[src/rtl/bac_pkg.sv]
package bac_pkg;

    localparam int BURST_W = 2;

    typedef enum logic [1:0] {
        CYC_HOLD  = 2'b00,
        CYC_NEW   = 2'b01,
        CYC_BURST = 2'b10,
        CYC_DESEL = 2'b11
    } cyc_e;

    typedef struct packed {
        cyc_e kind;
        logic take_addr;
        logic step;
        logic set_sel;
        logic clr_sel;
    } decide_s;

    function automatic logic [BURST_W-1:0] burst_low(
        input logic [BURST_W-1:0] start,
        input logic [BURST_W-1:0] count,
        input logic               interleave
    );
        if (interleave) return start ^ count;
        return start + count;
    endfunction

endpackage

[src/rtl/bac_strobe_decode.sv]
module bac_strobe_decode
    import bac_pkg::*;
(
    input  logic    proc_stb_n,
    input  logic    ctrl_stb_n,
    input  logic    step_n,
    input  logic    en_a_n,
    input  logic    en_b,
    input  logic    en_c_n,
    input  logic    sel_q,
    output decide_s dec
);
    logic proc_take;
    logic ctrl_take;
    logic load;
    logic enables_ok;

    always_comb begin
        // processor strobe is masked by enable A; it wins over the controller
        proc_take  = !proc_stb_n && !en_a_n;
        ctrl_take  = !ctrl_stb_n && !proc_take;
        load       = proc_take || ctrl_take;
        enables_ok = !en_a_n && en_b && !en_c_n;

        dec = '{kind: CYC_HOLD, take_addr: 1'b0, step: 1'b0,
                set_sel: 1'b0, clr_sel: 1'b0};
        if (load && enables_ok) begin
            dec.kind      = CYC_NEW;
            dec.take_addr = 1'b1;
            dec.set_sel   = 1'b1;
        end else if (load) begin
            dec.kind    = CYC_DESEL;
            dec.clr_sel = 1'b1;
        end else if (sel_q && !step_n) begin
            dec.kind = CYC_BURST;
            dec.step = 1'b1;
        end
    end
endmodule

[src/rtl/bac_select_reg.sv]
module bac_select_reg
    import bac_pkg::*;
(
    input  logic    clk,
    input  logic    rst,
    input  decide_s dec,
    output logic    sel_q,
    output cyc_e    kind_q
);
    always_ff @(posedge clk) begin
        if (rst) begin
            sel_q  <= 1'b0;
            kind_q <= CYC_HOLD;
        end else begin
            kind_q <= dec.kind;
            if (dec.set_sel)      sel_q <= 1'b1;
            else if (dec.clr_sel) sel_q <= 1'b0;
        end
    end
endmodule

[src/rtl/bac_addr_burst.sv]
module bac_addr_burst
    import bac_pkg::*;
#(
    parameter int AW             = 20,
    parameter bit INTERLEAVE_EN  = 1'b1
) (
    input  logic          clk,
    input  logic          rst,
    input  decide_s       dec,
    input  logic [AW-1:0] addr,
    input  logic          order_interleave,
    output logic [AW-1:0] word_addr
);
    localparam int UPPER_W = AW - BURST_W;

    logic [UPPER_W-1:0] upper_q;
    logic [BURST_W-1:0] start_q;
    logic [BURST_W-1:0] count_q;
    logic               use_xor;

    always_ff @(posedge clk) begin
        if (rst) begin
            upper_q <= '0;
            start_q <= '0;
            count_q <= '0;
        end else if (dec.take_addr) begin
            upper_q <= addr[AW-1:BURST_W];
            start_q <= addr[BURST_W-1:0];
            count_q <= '0;
        end else if (dec.step) begin
            count_q <= count_q + 1'b1;
        end
    end

    generate
        if (INTERLEAVE_EN) begin : g_mode_sel
            assign use_xor = order_interleave;
        end else begin : g_mode_lin
            assign use_xor = 1'b0 & order_interleave;
        end
    endgenerate

    assign word_addr = {upper_q, burst_low(start_q, count_q, use_xor)};
endmodule

[src/rtl/burst_addr_ctl.sv]
module burst_addr_ctl
    import bac_pkg::*;
#(
    parameter int AW = 20
) (
    input  logic          clk,
    input  logic          rst,
    input  logic          proc_stb_n,
    input  logic          ctrl_stb_n,
    input  logic          step_n,
    input  logic          en_a_n,
    input  logic          en_b,
    input  logic          en_c_n,
    input  logic          order_interleave,
    input  logic [AW-1:0] addr,
    output logic [AW-1:0] word_addr,
    output logic          selected,
    output logic [1:0]    cyc_kind
);
    decide_s dec;
    logic    sel_q;
    cyc_e    kind_q;

    bac_strobe_decode u_dec (
        .proc_stb_n (proc_stb_n),
        .ctrl_stb_n (ctrl_stb_n),
        .step_n     (step_n),
        .en_a_n     (en_a_n),
        .en_b       (en_b),
        .en_c_n     (en_c_n),
        .sel_q      (sel_q),
        .dec        (dec)
    );

    bac_select_reg u_sel (
        .clk    (clk),
        .rst    (rst),
        .dec    (dec),
        .sel_q  (sel_q),
        .kind_q (kind_q)
    );

    bac_addr_burst #(.AW(AW), .INTERLEAVE_EN(1'b1)) u_addr (
        .clk              (clk),
        .rst              (rst),
        .dec              (dec),
        .addr             (addr),
        .order_interleave (order_interleave),
        .word_addr        (word_addr)
    );

    assign selected = sel_q;
    assign cyc_kind = kind_q;
endmodule

[config.mk]
export PLATFORM = sky130hd
export DESIGN_NAME = burst_addr_ctl
export DESIGN_NICKNAME = d
export VERILOG_FILES = /design/src/rtl/bac_pkg.sv /design/src/rtl/bac_strobe_decode.sv /design/src/rtl/bac_select_reg.sv /design/src/rtl/bac_addr_burst.sv /design/src/rtl/burst_addr_ctl.sv
export SDC_FILE = /design/constraint.sdc
export NUM_CORES = 1
export LEC_CHECK = 0
export BUFFER_PORTS_ARGS = -buffer_cell sky130_fd_sc_hd__buf_2
export CAP_MARGIN = 0
export CORE_ASPECT_RATIO = 1.1
export CORE_MARGIN = 8
export CORE_UTILIZATION = 44
export DETAILED_ROUTE_END_ITERATION = 10
export GPL_TIMING_DRIVEN = 0
export PLACE_DENSITY = 0.79
export SETUP_SLACK_MARGIN = 0.1
export SYNTH_ARGS = -nofsm -noshare
export SYNTH_HDL_FRONTEND = slang
export SYNTH_SLANG_ARGS = --single-unit
[constraint.sdc]
create_clock -name clk -period 1.06 [get_ports clk]
set_input_delay 0.106 -clock clk [delete_from_list [all_inputs] [get_ports clk]]
set_output_delay 0.106 -clock clk [all_outputs]
set_load 0.02 [all_outputs]
Word level (Yosys, flattened, before mapping)
Cells that the tools add are included.
W data, S select, Z words.
{ "classes": {"addsub": 2, "n_mul": 0, "n_div": 0, "magnitude_cmp": 0, "eq_ne": 0, "shifts": 0, "n_mux": 14, "bitwise_logic": 1, "n_reduce_logical": 16} }
{ "op_table": {"columns": ["cell", "n"], "rows": [
  ["$mux W1", 10],
  ["$mux W2", 4],
  ["$logic_and A1 B1 Y1", 6],
  ["$logic_not A1 Y1", 6],
  ["$reduce_or A2 Y1", 2],
  ["$add A2 B1 Y2 const B", 1],
  ["$add A2 B2 Y2", 1],
  ["$reduce_bool A2 Y1", 1],
  ["$xor A2 B2 Y2", 1],
  ["$logic_or A1 B1 Y1", 1]
]} }
{ "totals": {"ff_bits": 25, "latchBits": 0, "ram_bits": 0, "mem_bits_ro": 0, "inputBits": 29, "output_inout_bits": 23, "word_cells": 39, "memories": 0} }

Depth between registers and ports, before layout
Gate-level depths: netlist (run 1).
{ "depth": {"depth_word": 9, "ltp_mapped": 4} }

Hierarchy
A second synthesis (run 1) with hierarchy kept.
{ "unflattened": {"hier_cells": 93, "hier_area_um2": 1016.0} }
{ "by_module_without_submodules": {"columns": ["module", "instances", "cells_each", "area_per_inst_um2", "seq_area_each_um2"], "rows": [
  ["bac_addr_burst", 1, 76, 855.8, 440.4],
  ["bac_select_reg", 1, 8, 91.3, 60.1],
  ["bac_strobe_decode", 1, 9, 68.8, 0.0]
]} }

Least setup slack after synthesis (run 1)
Ideal clock, no wire load.
{ "synth_path": {"kind": "register to output", "from": "register u_addr.count_q[0]", "to": "output port word_addr[1]", "t_arrival_ps": 989, "required_time_ps": 954, "slack_ps": -35, "path_stages_with_launch": 4, "cell_sequence": "dfxtp_1 > ha_1 > nor2b_1 > xnor2_1"} }
{ "synth_between": {"elab_chain_cells": 2} }
{ "synth_rtl": {"columns": ["element", "line_no", "source"], "rows": [
  ["from (decl)", "bac_addr_burst.sv:18", "logic [BURST_W-1:0] count_q;"],
  ["from (signal assigned)", "bac_addr_burst.sv:31", "count_q <= count_q + 1'b1;"],
  ["$add A2 B2 Y2", "bac_pkg.sv:26", "return start + count;"],
  ["$mux W2", "bac_pkg.sv:26", null],
  ["to (decl)", "burst_addr_ctl.sv:16", "output logic [AW-1:0] word_addr,"]
]} }
No other way between the ends.

Final worst setup path (run 1)
{ "layout_path": {"from": "register u_addr.start_q[0]", "to": "output port word_addr[1]"} }
{ "layout_between": {"elab_chain_cells": 2} }
{ "layout_rtl": {"columns": ["element", "line_no", "source"], "rows": [
  ["from (decl)", "bac_addr_burst.sv:17", "logic [BURST_W-1:0] start_q;"],
  ["from (signal assigned)", "bac_addr_burst.sv:28", "start_q <= addr[BURST_W-1:0];"],
  ["$add A2 B2 Y2", "bac_pkg.sv:26", null],
  ["$mux W2", "bac_pkg.sv:26", null]
]} }
No other way between the ends.

==> impl_metrics.py, run 1 <==
metrics = {
    "run_status": {
        "status": "finished with violations",
        "violations": "negative setup slack",
    },
    "sta": {
        "slew_headroom_pct": 70.0,
        "tightest_slew_ps": 450,
        "max_freq_ghz": 0.749,
        "finalHoldViolCount": 0,
        "fin_crit_ps": 1330,
        "setup_slack_ps": -274,
        "grt_setup_unrepaired": "yes",
        "finalSetupViolations": 3,
        "period_share_pct": 126,
        "hold_ws_ps": 28.0,
        "finalClockSkew_ps": 0.433,
        "slew_violations": 0,
    },
    "finish": {
        "final_nets": 208,
        "multi_input_area_um2": 548,
        "antenna-diode-count": 0,
        "final_cells": 207,
        "num-fill-cells": 183,
        "design_area_um2": 1530,
        "area_growth_pct": 45.3,
        "drive_gt1_share_pct": 52.0,
        "seq_area_um2": 518,
    },
    "power_and_ir_drop": {
        "pwr-share-comb_pct": 17.0,
        "p_leak_nw": 0.630,
        "power_switching_uw": 443,
        "p_per_area_nw_per_um2": 1100,
        "seqPwrFrac_pct": 58.6,
        "swShare_pct": 26.3,
        "max-vdd-ir-drop_uv": 1030,
        "p_int_mw": 1.24,
        "total_power_mw": 1.68,
        "p_clk_share_pct": 24.5,
    },
    "global_routing": {
        "antenna_found_initial": 0,
        "grt_pass1_wl_mm": 4.84,
        "grt_max_degree": 14,
        "grt-ovfl-total": 0,
        "grt_pass1_vias": 1044,
        "track_usage_pct": 13.6,
    },
    "logic_synthesis": {
        "syn-num-nets": 148,
        "synth_compound_gate_area_share_pct": 27.6,
        "syn_area_um2": 1050,
        "synth_xor_area_share_pct": 1.66,
        "synth-adder-area-share_pct": 1.19,
        "synth_top_family_by_area": "compound AO/OA/AOI/OAI gates",
        "syn_avg_cell_area_um2": 8.92,
        "synth.mux.area_fraction_pct": 0,
        "yosysUniqueCellTypes": 24,
        "yosysSeqAreaShare_pct": 47.6,
        "yosys_warnings": 0,
        "synth-simple-area-share_pct": 16.5,
        "ys_ff_latch": 25,
        "synthCells": 118,
    },
    "clocking": {
        "clk_latency_ps": 300,
        "cts_buffers": 3,
        "cts_buffer_depth": 2,
        "cts_tree": "built",
        "clk_pin_slew_ps": 130,
        "cts.htree.levels": 1,
        "clock-sinks": 25,
        "root_buffer": "clkbuf_4",
    },
    "place": {
        "dp_slack_ps": -65.6,
        "dpl.cell_count": 199,
        "dp_hpwl_mm": 2.22,
        "port_buffers": 51,
        "placed_area_um2": 1380,
        "gp_congestion": 0.753,
    },
    "route": {
        "drc": 0,
        "drt_pre_antenna_iters": 4,
        "wl_per_cell_um": 14.6,
        "via_count": 1079,
        "vias_per_cell": 5.21,
        "wirelength_mm": 3.03,
        "drt_iter0_markers": 29,
        "postRouteAntennaNets": 0,
    },
    "worst_setup_path": {
        "endpoint_kind": "output port",
        "crit_path_top_delay_cell": "dfxtp_2",
        "startpoint_type": "flip-flop",
        "crit_family": "flip-flops",
        "cp.required_ps": 950,
        "worst-path-max-fanout": 2,
        "critPathMaxStageDelay_ps": 380,
        "cp.arrival_ps": 1230,
        "cp_num_buf_inv": 1,
        "crit_chain": "ha_4 > nor2b_4 > xnor2_4 > buf_6",
        "critPathKind": "flip-flop to output port",
    },
    "run": {
        "drv_cap": 0,
    },
    "min_path": {
        "hold_path.class": "primary input to flip-flop",
    },
    "die": {
        "core_um2": 2250,
        "start_util_pct": 46.7,
        "num_rows": 18,
        "die_x_um": 62.6,
        "ios": 52,
        "dieArea_um2": 4210,
        "die_y_um": 67.3,
    },
}
cells by family (layout without fill, tap and decap cells):
kind of cell,after synthesis,in the layout
AOI/OAI and AO/OA,49,49
xor gates and xnor gates,2,2
adders and majority gates,1,1
buffers and inverters,10,69
DFF,25,25
and+or+nand+nor,31,31
per-layer routing:
| layer | vias up | part of all wire (%) | track usage, % |
|---|---|---|---|
| li1 | 545 | - | - |
| met1 | 496 | 41 | 15.8 |
| met2 | 38 | 51 | 23.7 |
| met3 | 0 | 8.0 | 5.30 |
| met4 | 0 | 0 | 2.56 |
| met5 | - | 0 | 0 |
worst min-delay path, cell delays in order:
cell and delay, ps:
buf_2 90, nand3_1 50, a21oi_1 50
registers in the layout (all words and copies together) (netlist names):
| name | cells |
|---|---|
| u_addr.upper_q | 18 |
| u_sel.kind_q | 2 |
| u_addr.start_q | 2 |
| u_sel.sel_q | 1 |
| u_addr.count_q | 2 |
synthesized netlist by cell type, drive strengths merged:
cell / instances / area [µm²]
nor2: 2 / 7.51
o21a: 1 / 7.51
nor3b: 1 / 12.5
dfxtp: 25 / 500
nand2b: 1 / 6.26
and2: 1 / 6.26
a22oi: 1 / 7.51
nand3b: 1 / 7.51
nand3: 20 / 100
nand2: 1 / 3.75
o21ai: 23 / 153
a21oi: 23 / 115
clkbuf: 5 / 20.0
nor2b: 1 / 6.26
or3: 2 / 12.5
xnor2: 2 / 17.5
buf: 5 / 37.5
or3b: 1 / 11.3
ha: 1 / 12.5
a21o: 1 / 7.51
cell type report:
type,count,share of cell area [%]
multi-input combinational,83,35.8
sequential,25,33.9
clock buffer,4,1.72
buffer,10,3.76
tap,30,2.45
timing repair buffer,55,22.3
power by group through the flow:
| stage | clock network, mW | registers [mW] | logic [mW] |
|---|---|---|---|
| detailed placement | 0 | 1.00 | 0.261 |
| CTS | 0.416 | 0.983 | 0.276 |
| finish | 0.412 | 0.985 | 0.286 |
| global placement | 0 | 1.00 | 0.256 |
| global route | 0.461 | 0.989 | 0.311 |
| floorplan | 0 | 1.03 | 0.117 |
final timing paths:
| path | cells past startpoint | startpoint | endpoint | slack, ps |
|---|---|---|---|---|
| worst max register to register | 4 | u_addr.count_q[0] | u_addr.count_q[1] | -30 |
| worst max-delay path | 4 | u_addr.start_q[0] | word_addr[1] | -270 |
| worst min register to register | 2 | u_addr.upper_q[10] | u_addr.upper_q[10] | 470 |
| worst min-delay path | 3 | addr[5] | u_addr.upper_q[3] | 30 |
through the flow:
stage / TNS (ps) / utilization, %
after CTS: -387 / 65.7
after global placement: -684 / 61.1
final: -375 / 67.9
after floorplan: 0 / -
after global routing: -516 / 67.9
after detailed placement: -990 / 61.1
timing repair:
action | 4_1_cts | 5_1_grt
pin swaps | 5 | 1
hold buffers | 1 | 0
endpoints found under the hold margin | 2 | 0
setup endpoints to repair | 4 | 19
resized for setup | 11 | 24
setup buffers | 3 | 0
placed cells by master, fill, tap and decap left out, drive strengths merged:
cell / instances
ha: 1
xnor2: 2
a22oi: 1
a21oi: 23
nor2b: 1
clkbuf: 9
or3b: 1
nand3b: 1
o21ai: 23
nand3: 20
nor2: 2
nor3b: 1
o21a: 1
dlygate4sd3: 1
and2: 1
nand2b: 1
buf: 59
nand2: 1
dfxtp: 25
or3: 2
a21o: 1
Power figures use the tool's default switching activity.
==> run 2: changes to the inputs <==
--- a/config.mk
+++ b/config.mk
@@ -5,14 +5,15 @@
 export SDC_FILE = /design/constraint.sdc
 export NUM_CORES = 1
 export LEC_CHECK = 0
+export ABC_AREA = 1
 export BUFFER_PORTS_ARGS = -buffer_cell sky130_fd_sc_hd__buf_2
 export CAP_MARGIN = 0
 export CORE_ASPECT_RATIO = 1.1
 export CORE_MARGIN = 8
-export CORE_UTILIZATION = 44
+export CORE_UTILIZATION = 45
 export DETAILED_ROUTE_END_ITERATION = 10
 export GPL_TIMING_DRIVEN = 0
-export PLACE_DENSITY = 0.79
+export PLACE_DENSITY = 0.8
 export SETUP_SLACK_MARGIN = 0.1
 export SYNTH_ARGS = -nofsm -noshare
 export SYNTH_HDL_FRONTEND = slang
==> run 2 against run 1 <==
Compared with the run above: the flow still finishes with violations (negative setup slack); count of clock-buffer cells in the layout unchanged; sequential cell count unchanged; sequential share of layout area decreased by 1.4 points; critical path depth increased by 2; global-route usage decreased by 1.7 points; cell count increased by 24%; setup slack got worse by 77 ps; sequential power increased by 1%; highest routed layer is now met4.
==> impl_metrics.py, run 2 <==
metrics = {
    "run_status": {
        "status": "finished with violations",
        "violations": "negative setup slack",
    },
    "power_and_ir_drop": {
        "p_per_area_nw_per_um2": 1090,
        "p_leak_nw": 0.838,
        "swShare_pct": 26.9,
        "p_int_mw": 1.27,
        "power_switching_uw": 470,
        "seqPwrFrac_pct": 57.3,
        "p_clk_share_pct": 24.1,
        "pwr-share-comb_pct": 18.6,
        "max-vdd-ir-drop_uv": 678,
    },
    "die": {
        "die_y_um": 68.0,
        "die_x_um": 63.3,
        "num_rows": 19,
        "start_util_pct": 45.7,
        "dieArea_um2": 4310,
        "ios": 52,
        "core_um2": 2420,
    },
    "sta": {
        "fin_crit_ps": 1410,
        "slew_headroom_pct": 71.1,
        "tightest_slew_ps": 434,
        "grt_setup_unrepaired": "yes",
        "finalSetupViolations": 3,
        "slew_violations": 0,
        "setup_tns_ps": -434,
        "period_share_pct": 133,
        "finalHoldViolCount": 0,
        "max_freq_ghz": 0.708,
        "setup_slack_ps": -352,
        "finalClockSkew_ps": 3.76,
    },
    "run": {
        "drv_cap": 0,
    },
    "place": {
        "dp_slack_ps": -61.1,
        "gp_congestion": 0.793,
        "port_buffers": 51,
        "dp_hpwl_mm": 1.97,
    },
    "route": {
        "wl_per_cell_um": 10.5,
        "vias_per_cell": 4.32,
        "drc": 0,
        "wirelength_mm": 2.69,
        "via_count": 1111,
        "postRouteAntennaNets": 0,
        "drt_pre_antenna_iters": 4,
        "drt_iter0_markers": 44,
    },
    "logic_synthesis": {
        "async_flop_share_pct": 0,
        "syn_area_um2": 1110,
        "synth.most_common_cell": "nand2_1",
        "synth_ff_type": "dfxtp_1",
        "syn_avg_cell_area_um2": 6.63,
        "synthCells": 167,
        "yosys_warnings": 0,
        "yosysSeqAreaShare_pct": 45.2,
        "synthTopCellsByCount": "50 x nand2_1, 46 x nor2_1, 28 x inv_1",
        "yosysUniqueCellTypes": 14,
        "synth_edf_count": 0,
        "syn-num-nets": 197,
        "yosysTopAreaCellShare_pct": 45.2,
        "synth_top_cells_by_area": "dfxtp_1 45%, nand2_1 17%, nor2_1 16%",
        "ys_ff_latch": 25,
        "yosys.area.top_type": "dfxtp_1",
    },
    "worst_setup_path": {
        "cp.arrival_ps": 1310,
        "startpoint_type": "flip-flop",
        "crit_path_top_delay_cell": "dfxtp_2",
        "cpMostUsedCell": "inv_2",
        "crit_chain": "ha_4 > inv_2 > nor2_2 > xor2_1 > inv_2 > buf_6",
        "worst-path-max-fanout": 2,
        "cp.required_ps": 950,
        "cp_num_buf_inv": 3,
        "critPathMaxStageDelay_ps": 380,
        "endpoint_kind": "output port",
        "crit_family": "flip-flops",
        "critPathKind": "flip-flop to output port",
    },
    "clocking": {
        "clk_pin_slew_ps": 130,
        "cts_buffers": 3,
        "clock-sinks": 25,
        "cts_buffer_depth": 2,
        "cts_tree": "built",
        "clk_latency_ps": 310,
        "root_buffer": "clkbuf_4",
        "cts.htree.levels": 1,
    },
    "finish": {
        "largest_register": "u_addr.upper_q",
        "area_growth_pct": 44.5,
        "largest_reg_flops": 18,
        "final_common_cell": "nand2_1",
        "drive_gt1_share_pct": 41.2,
        "final_cell_mix": "46 x nand2_1, 44 x nor2_1, 30 x buf_2",
        "final_nets": 257,
        "post-route-util_pct": 66.0,
        "antenna-diode-count": 0,
    },
    "global_routing": {
        "grt_pass1_vias": 1039,
        "antenna_found_initial": 0,
        "grt_max_degree": 14,
        "grt-ovfl-total": 0,
        "grt_pass1_wl_mm": 4.28,
        "track_usage_pct": 11.9,
    },
    "min_path": {
        "hold_path.class": "primary input to flip-flop",
    },
}
[run 2: layout make-up]
type	count	area, µm²
multi-input cells	108	499
repair buffers	55	355
clock buffers	4	26.3
plain buffers	6	52.6
fillers	245	825
well taps	31	38.8
flip-flops and latches	25	520
inverters	28	108
[run 2: worst paths after layout]
check | from | depth (start not counted) | to | slack, ps
worst min register to register | u_addr.upper_q[12] | 2 | u_addr.upper_q[12] | 490
worst max-delay path | u_addr.count_q[0] | 6 | word_addr[1] | -350
worst min-delay path | addr[17] | 5 | u_addr.upper_q[15] | 70
worst max register to register | u_addr.count_q[0] | 7 | u_addr.count_q[1] | -10
[run 2: power groups by stage]
stage                     registers [mW]  clock network, mW  logic [mW]
final                              0.998              0.421       0.325
after CTS                          0.996              0.435       0.301
after global placement              1.01                  0       0.287
after floorplan                     1.06                  0       0.134
after detailed placement            1.02                  0       0.291
after global routing                1.00              0.473       0.362
[run 2: worst min-delay path: stages]
cell and delay (ps):
buf_2 90, inv_1 40, nand2_1 40, nand2_1 50
nor2_1 30
[run 2: logic make-up after synthesis]
| kind of cell | after synthesis | synth area share, % |
|---|---|---|
| compound gates | 4 | 1.81 |
| xor+xnor | 2 | 1.58 |
| fa+ha+maj | 1 | 1.13 |
| buf+inv | 34 | 14.2 |
| flops | 25 | 45.2 |
| simple gates | 101 | 36.0 |
[run 2: per-stage QoR]
stage | area, µm² | std cells | hold slack [ps] | power [mW]
final | 1600 | 257 | 68.2 | 1.74
after global routing | 1600 | 257 | 62.1 | 1.84
after CTS | 1480 | 255 | 65.8 | 1.73
after detailed placement | 1400 | 249 | 301 | 1.31
after global placement | 1400 | 249 | 293 | 1.30
after floorplan | 1110 | 167 | 168 | 1.19
[run 2: per-layer routing]
layer	global-route usage (%)	routed length [µm]	vias to the layer above
met2	21.3	1320	33
met5	0	0	-
met1	12.0	1110	481
li1	-	-	595
met4	3.34	10	0
met3	6.38	251	2
[run 2: what timing repair did]
action                                  4_1_cts  5_1_grt
buffers inserted                              1        2
hold buffers                                  1        0
pin swaps                                     1        6
resized for setup                             7       47
endpoints found under the hold margin         2        0
endpoints found under the setup margin        3       23
==> run 3: changes to the inputs <==
--- a/config.mk
+++ b/config.mk
@@ -10,10 +10,10 @@
 export CAP_MARGIN = 0
 export CORE_ASPECT_RATIO = 1.1
 export CORE_MARGIN = 8
-export CORE_UTILIZATION = 45
+export CORE_UTILIZATION = 35
 export DETAILED_ROUTE_END_ITERATION = 10
 export GPL_TIMING_DRIVEN = 0
-export PLACE_DENSITY = 0.8
+export PLACE_DENSITY = 0.65
 export SETUP_SLACK_MARGIN = 0.1
 export SYNTH_ARGS = -nofsm -noshare
 export SYNTH_HDL_FRONTEND = slang
==> run 3 against run 2 <==
Compared with the run above: the flow still finishes with violations (negative setup slack); wire length grew 1.2%; critical path depth is the same; sequential power hardly changed; die area up 21%; sequential share of layout area is 0.060 points higher; total power rose by 0.59%; cell area up 1.0%; highest routed layer unchanged; utilization decreased by 12 points; cell count is 0.78% higher; clock skew decreased by 3.4 ps; combinational power up 2%.
==> impl_metrics.py, run 3 (synthesized netlist as in run 2, its figures left out) <==
metrics = {
    "power_and_ir_drop": {
        "max-vdd-ir-drop_uv": 683,
        "p_leak_nw": 0.844,
        "p_per_area_nw_per_um2": 1090,
    },
    "sta": {
        "fin_crit_ps": 1400,
        "finalClockSkew_ps": 0.403,
        "max_freq_ghz": 0.715,
        "setup_slack_ps": -338,
        "tightest_slew_ps": 441,
        "finalSetupViolations": 2,
        "slew_violations": 0,
        "grt_setup_unrepaired": "yes",
        "period_share_pct": 132,
        "slew_headroom_pct": 70.6,
        "finalHoldViolCount": 0,
    },
    "place": {
        "dp_hpwl_mm": 2.00,
        "gp_congestion": 0.773,
        "dpl.cell_count": 252,
        "port_buffers": 51,
        "placed_area_um2": 1410,
    },
    "run": {
        "drv_cap": 0,
    },
    "worst_setup_path": {
        "startpoint_type": "flip-flop",
        "cp.arrival_ps": 1290,
        "critPathKind": "flip-flop to output port",
        "crit_path_top_delay_cell": "dfxtp_2",
        "cp_num_buf_inv": 3,
        "endpoint_kind": "output port",
        "cpMostUsedCell": "inv_2",
        "cp.required_ps": 950,
        "rr_worst_depth": 6,
        "crit_chain": "ha_4 > inv_2 > nor2_2 > xor2_1 > inv_2 > buf_6",
        "timing.rr.end": "u_addr.count_q[1]",
        "r2r_setup_slack_ps": 170,
        "r2r_start": "u_addr.count_q[0]",
        "worst-path-max-fanout": 2,
        "crit_family": "flip-flops",
        "critPathMaxStageDelay_ps": 380,
    },
    "global_routing": {
        "grt_max_degree": 15,
        "antenna_found_initial": 0,
        "grt_pass1_vias": 1086,
        "track_usage_pct": 10.5,
        "grt-ovfl-total": 0,
        "grt_pass1_wl_mm": 4.55,
    },
    "finish": {
        "design_area_um2": 1620,
        "area_growth_pct": 46.0,
        "antenna-diode-count": 0,
        "largest_reg_flops": 18,
        "num-fill-cells": 324,
        "drive_gt1_share_pct": 41.3,
        "final_cell_mix": "50 x nand2_1, 44 x nor2_1, 30 x buf_2",
        "final_common_cell": "nand2_1",
        "final_nets": 256,
        "largest_register": "u_addr.upper_q",
        "final_cells": 259,
    },
    "min_path": {
        "hold_start": "addr[12]",
        "whs_path_depth": 5,
        "hold_path.class": "primary input to flip-flop",
        "holdPathEnd": "u_addr.upper_q[10]",
    },
    "die": {
        "start_util_pct": 36.6,
        "die_y_um": 75.0,
        "dieArea_um2": 5220,
        "core_um2": 3020,
        "num_rows": 21,
        "ios": 52,
        "die_x_um": 69.6,
    },
    "run_status": {
        "violations": "negative setup slack",
        "status": "finished with violations",
    },
    "route": {
        "via_count": 1084,
        "vias_per_cell": 4.19,
        "drt_pre_antenna_iters": 4,
        "postRouteAntennaNets": 0,
        "wirelength_mm": 2.72,
        "drc": 0,
        "wl_per_cell_um": 10.5,
        "drt_iter0_markers": 28,
    },
    "clocking": {
        "clk_pin_slew_ps": 130,
        "clock-sinks": 25,
        "clk_latency_ps": 310,
        "cts_tree": "built",
        "cts_buffers": 3,
        "cts.htree.levels": 1,
        "cts_buffer_depth": 2,
        "root_buffer": "clkbuf_4",
    },
}
## run 3: cell types whose count changed in the layout (fill, tap and decap cells not counted), moves of 4 or more
cell and change:
buf_4 -10, buf_6 +9, dfxtp_1 -7, dfxtp_2 +8, nand2_1 +4, nand2_2 -4
## run 3: worst max path at each step
stage,from,end,slack (ps),depth (start not counted)
CTS,u_addr.count_q[0],word_addr[1],-390,6
global placement,u_addr.count_q[0],word_addr[1],-50,6
finish,u_addr.count_q[0],word_addr[1],-340,6
global route,u_addr.count_q[0],word_addr[1],-440,6
detailed placement,u_addr.count_q[0],word_addr[1],-60,6
floorplan,u_addr.count_q[0],word_addr[1],120,5
## run 3: power by group
part	switching [mW]	internal, mW	total [mW]
clock	0.276	0.141	0.417
combinational	0.174	0.156	0.331
sequential	0.0224	0.984	1.01
## run 3: stage by stage
| step | TNS, ps | worst slack, ps | utilization [%] | hold WS [ps] | power (mW) |
|---|---|---|---|---|---|
| global route | -567 | -437 | 53.5 | 49.9 | 1.87 |
| finish | -418 | -338 | 53.5 | 59.6 | 1.75 |
| floorplan | 0 | 117 | - | 168 | 1.19 |
| detailed placement | -57.6 | -57.6 | 46.6 | 300 | 1.31 |
| CTS | -543 | -394 | 49.1 | 43.7 | 1.76 |
| global placement | -48.3 | -48.3 | 46.6 | 293 | 1.30 |
## run 3: final cells by class
class	instances	area [µm²]	area share [%]
Tap cell	34	42.5	2.63
Clock buffer	3	22.5	1.39
Inverter	28	105	6.50
Timing Repair Buffer	54	382	23.6
Multi-Input combinational cell	108	480	29.7
Sequential cell	25	527	32.6
Buffer	6	52.6	3.25
Clock inverter	1	5.00	0.310
## run 3: worst reg2reg max path, cell delays in order, from the launching register on
cell and delay, ps:
dfxtp_2 360, buf_4 140, inv_2 50, nand2_1 40, nand2_1 70, nand3_2 70
a21oi_2 110
## run 3: metal layers
metal | share of wire [%] | up-vias | routed length [µm] | track usage (%)
met2 | 48 | 33 | 1310 | 18.4
met3 | 7.1 | 4 | 193 | 4.48
met1 | 43 | 455 | 1180 | 11.0
met5 | 0 | - | 0 | 0
met4 | 1.5 | 0 | 42 | 4.02
li1 | - | 592 | - | -
## run 3: what timing repair did
action	in CTS	in global routing
buffers inserted	1	1
endpoints found under the setup margin	10	22
hold endpoints to repair	2	0
gates resized for setup	13	48
pin swaps	0	2
hold buffers	1	0
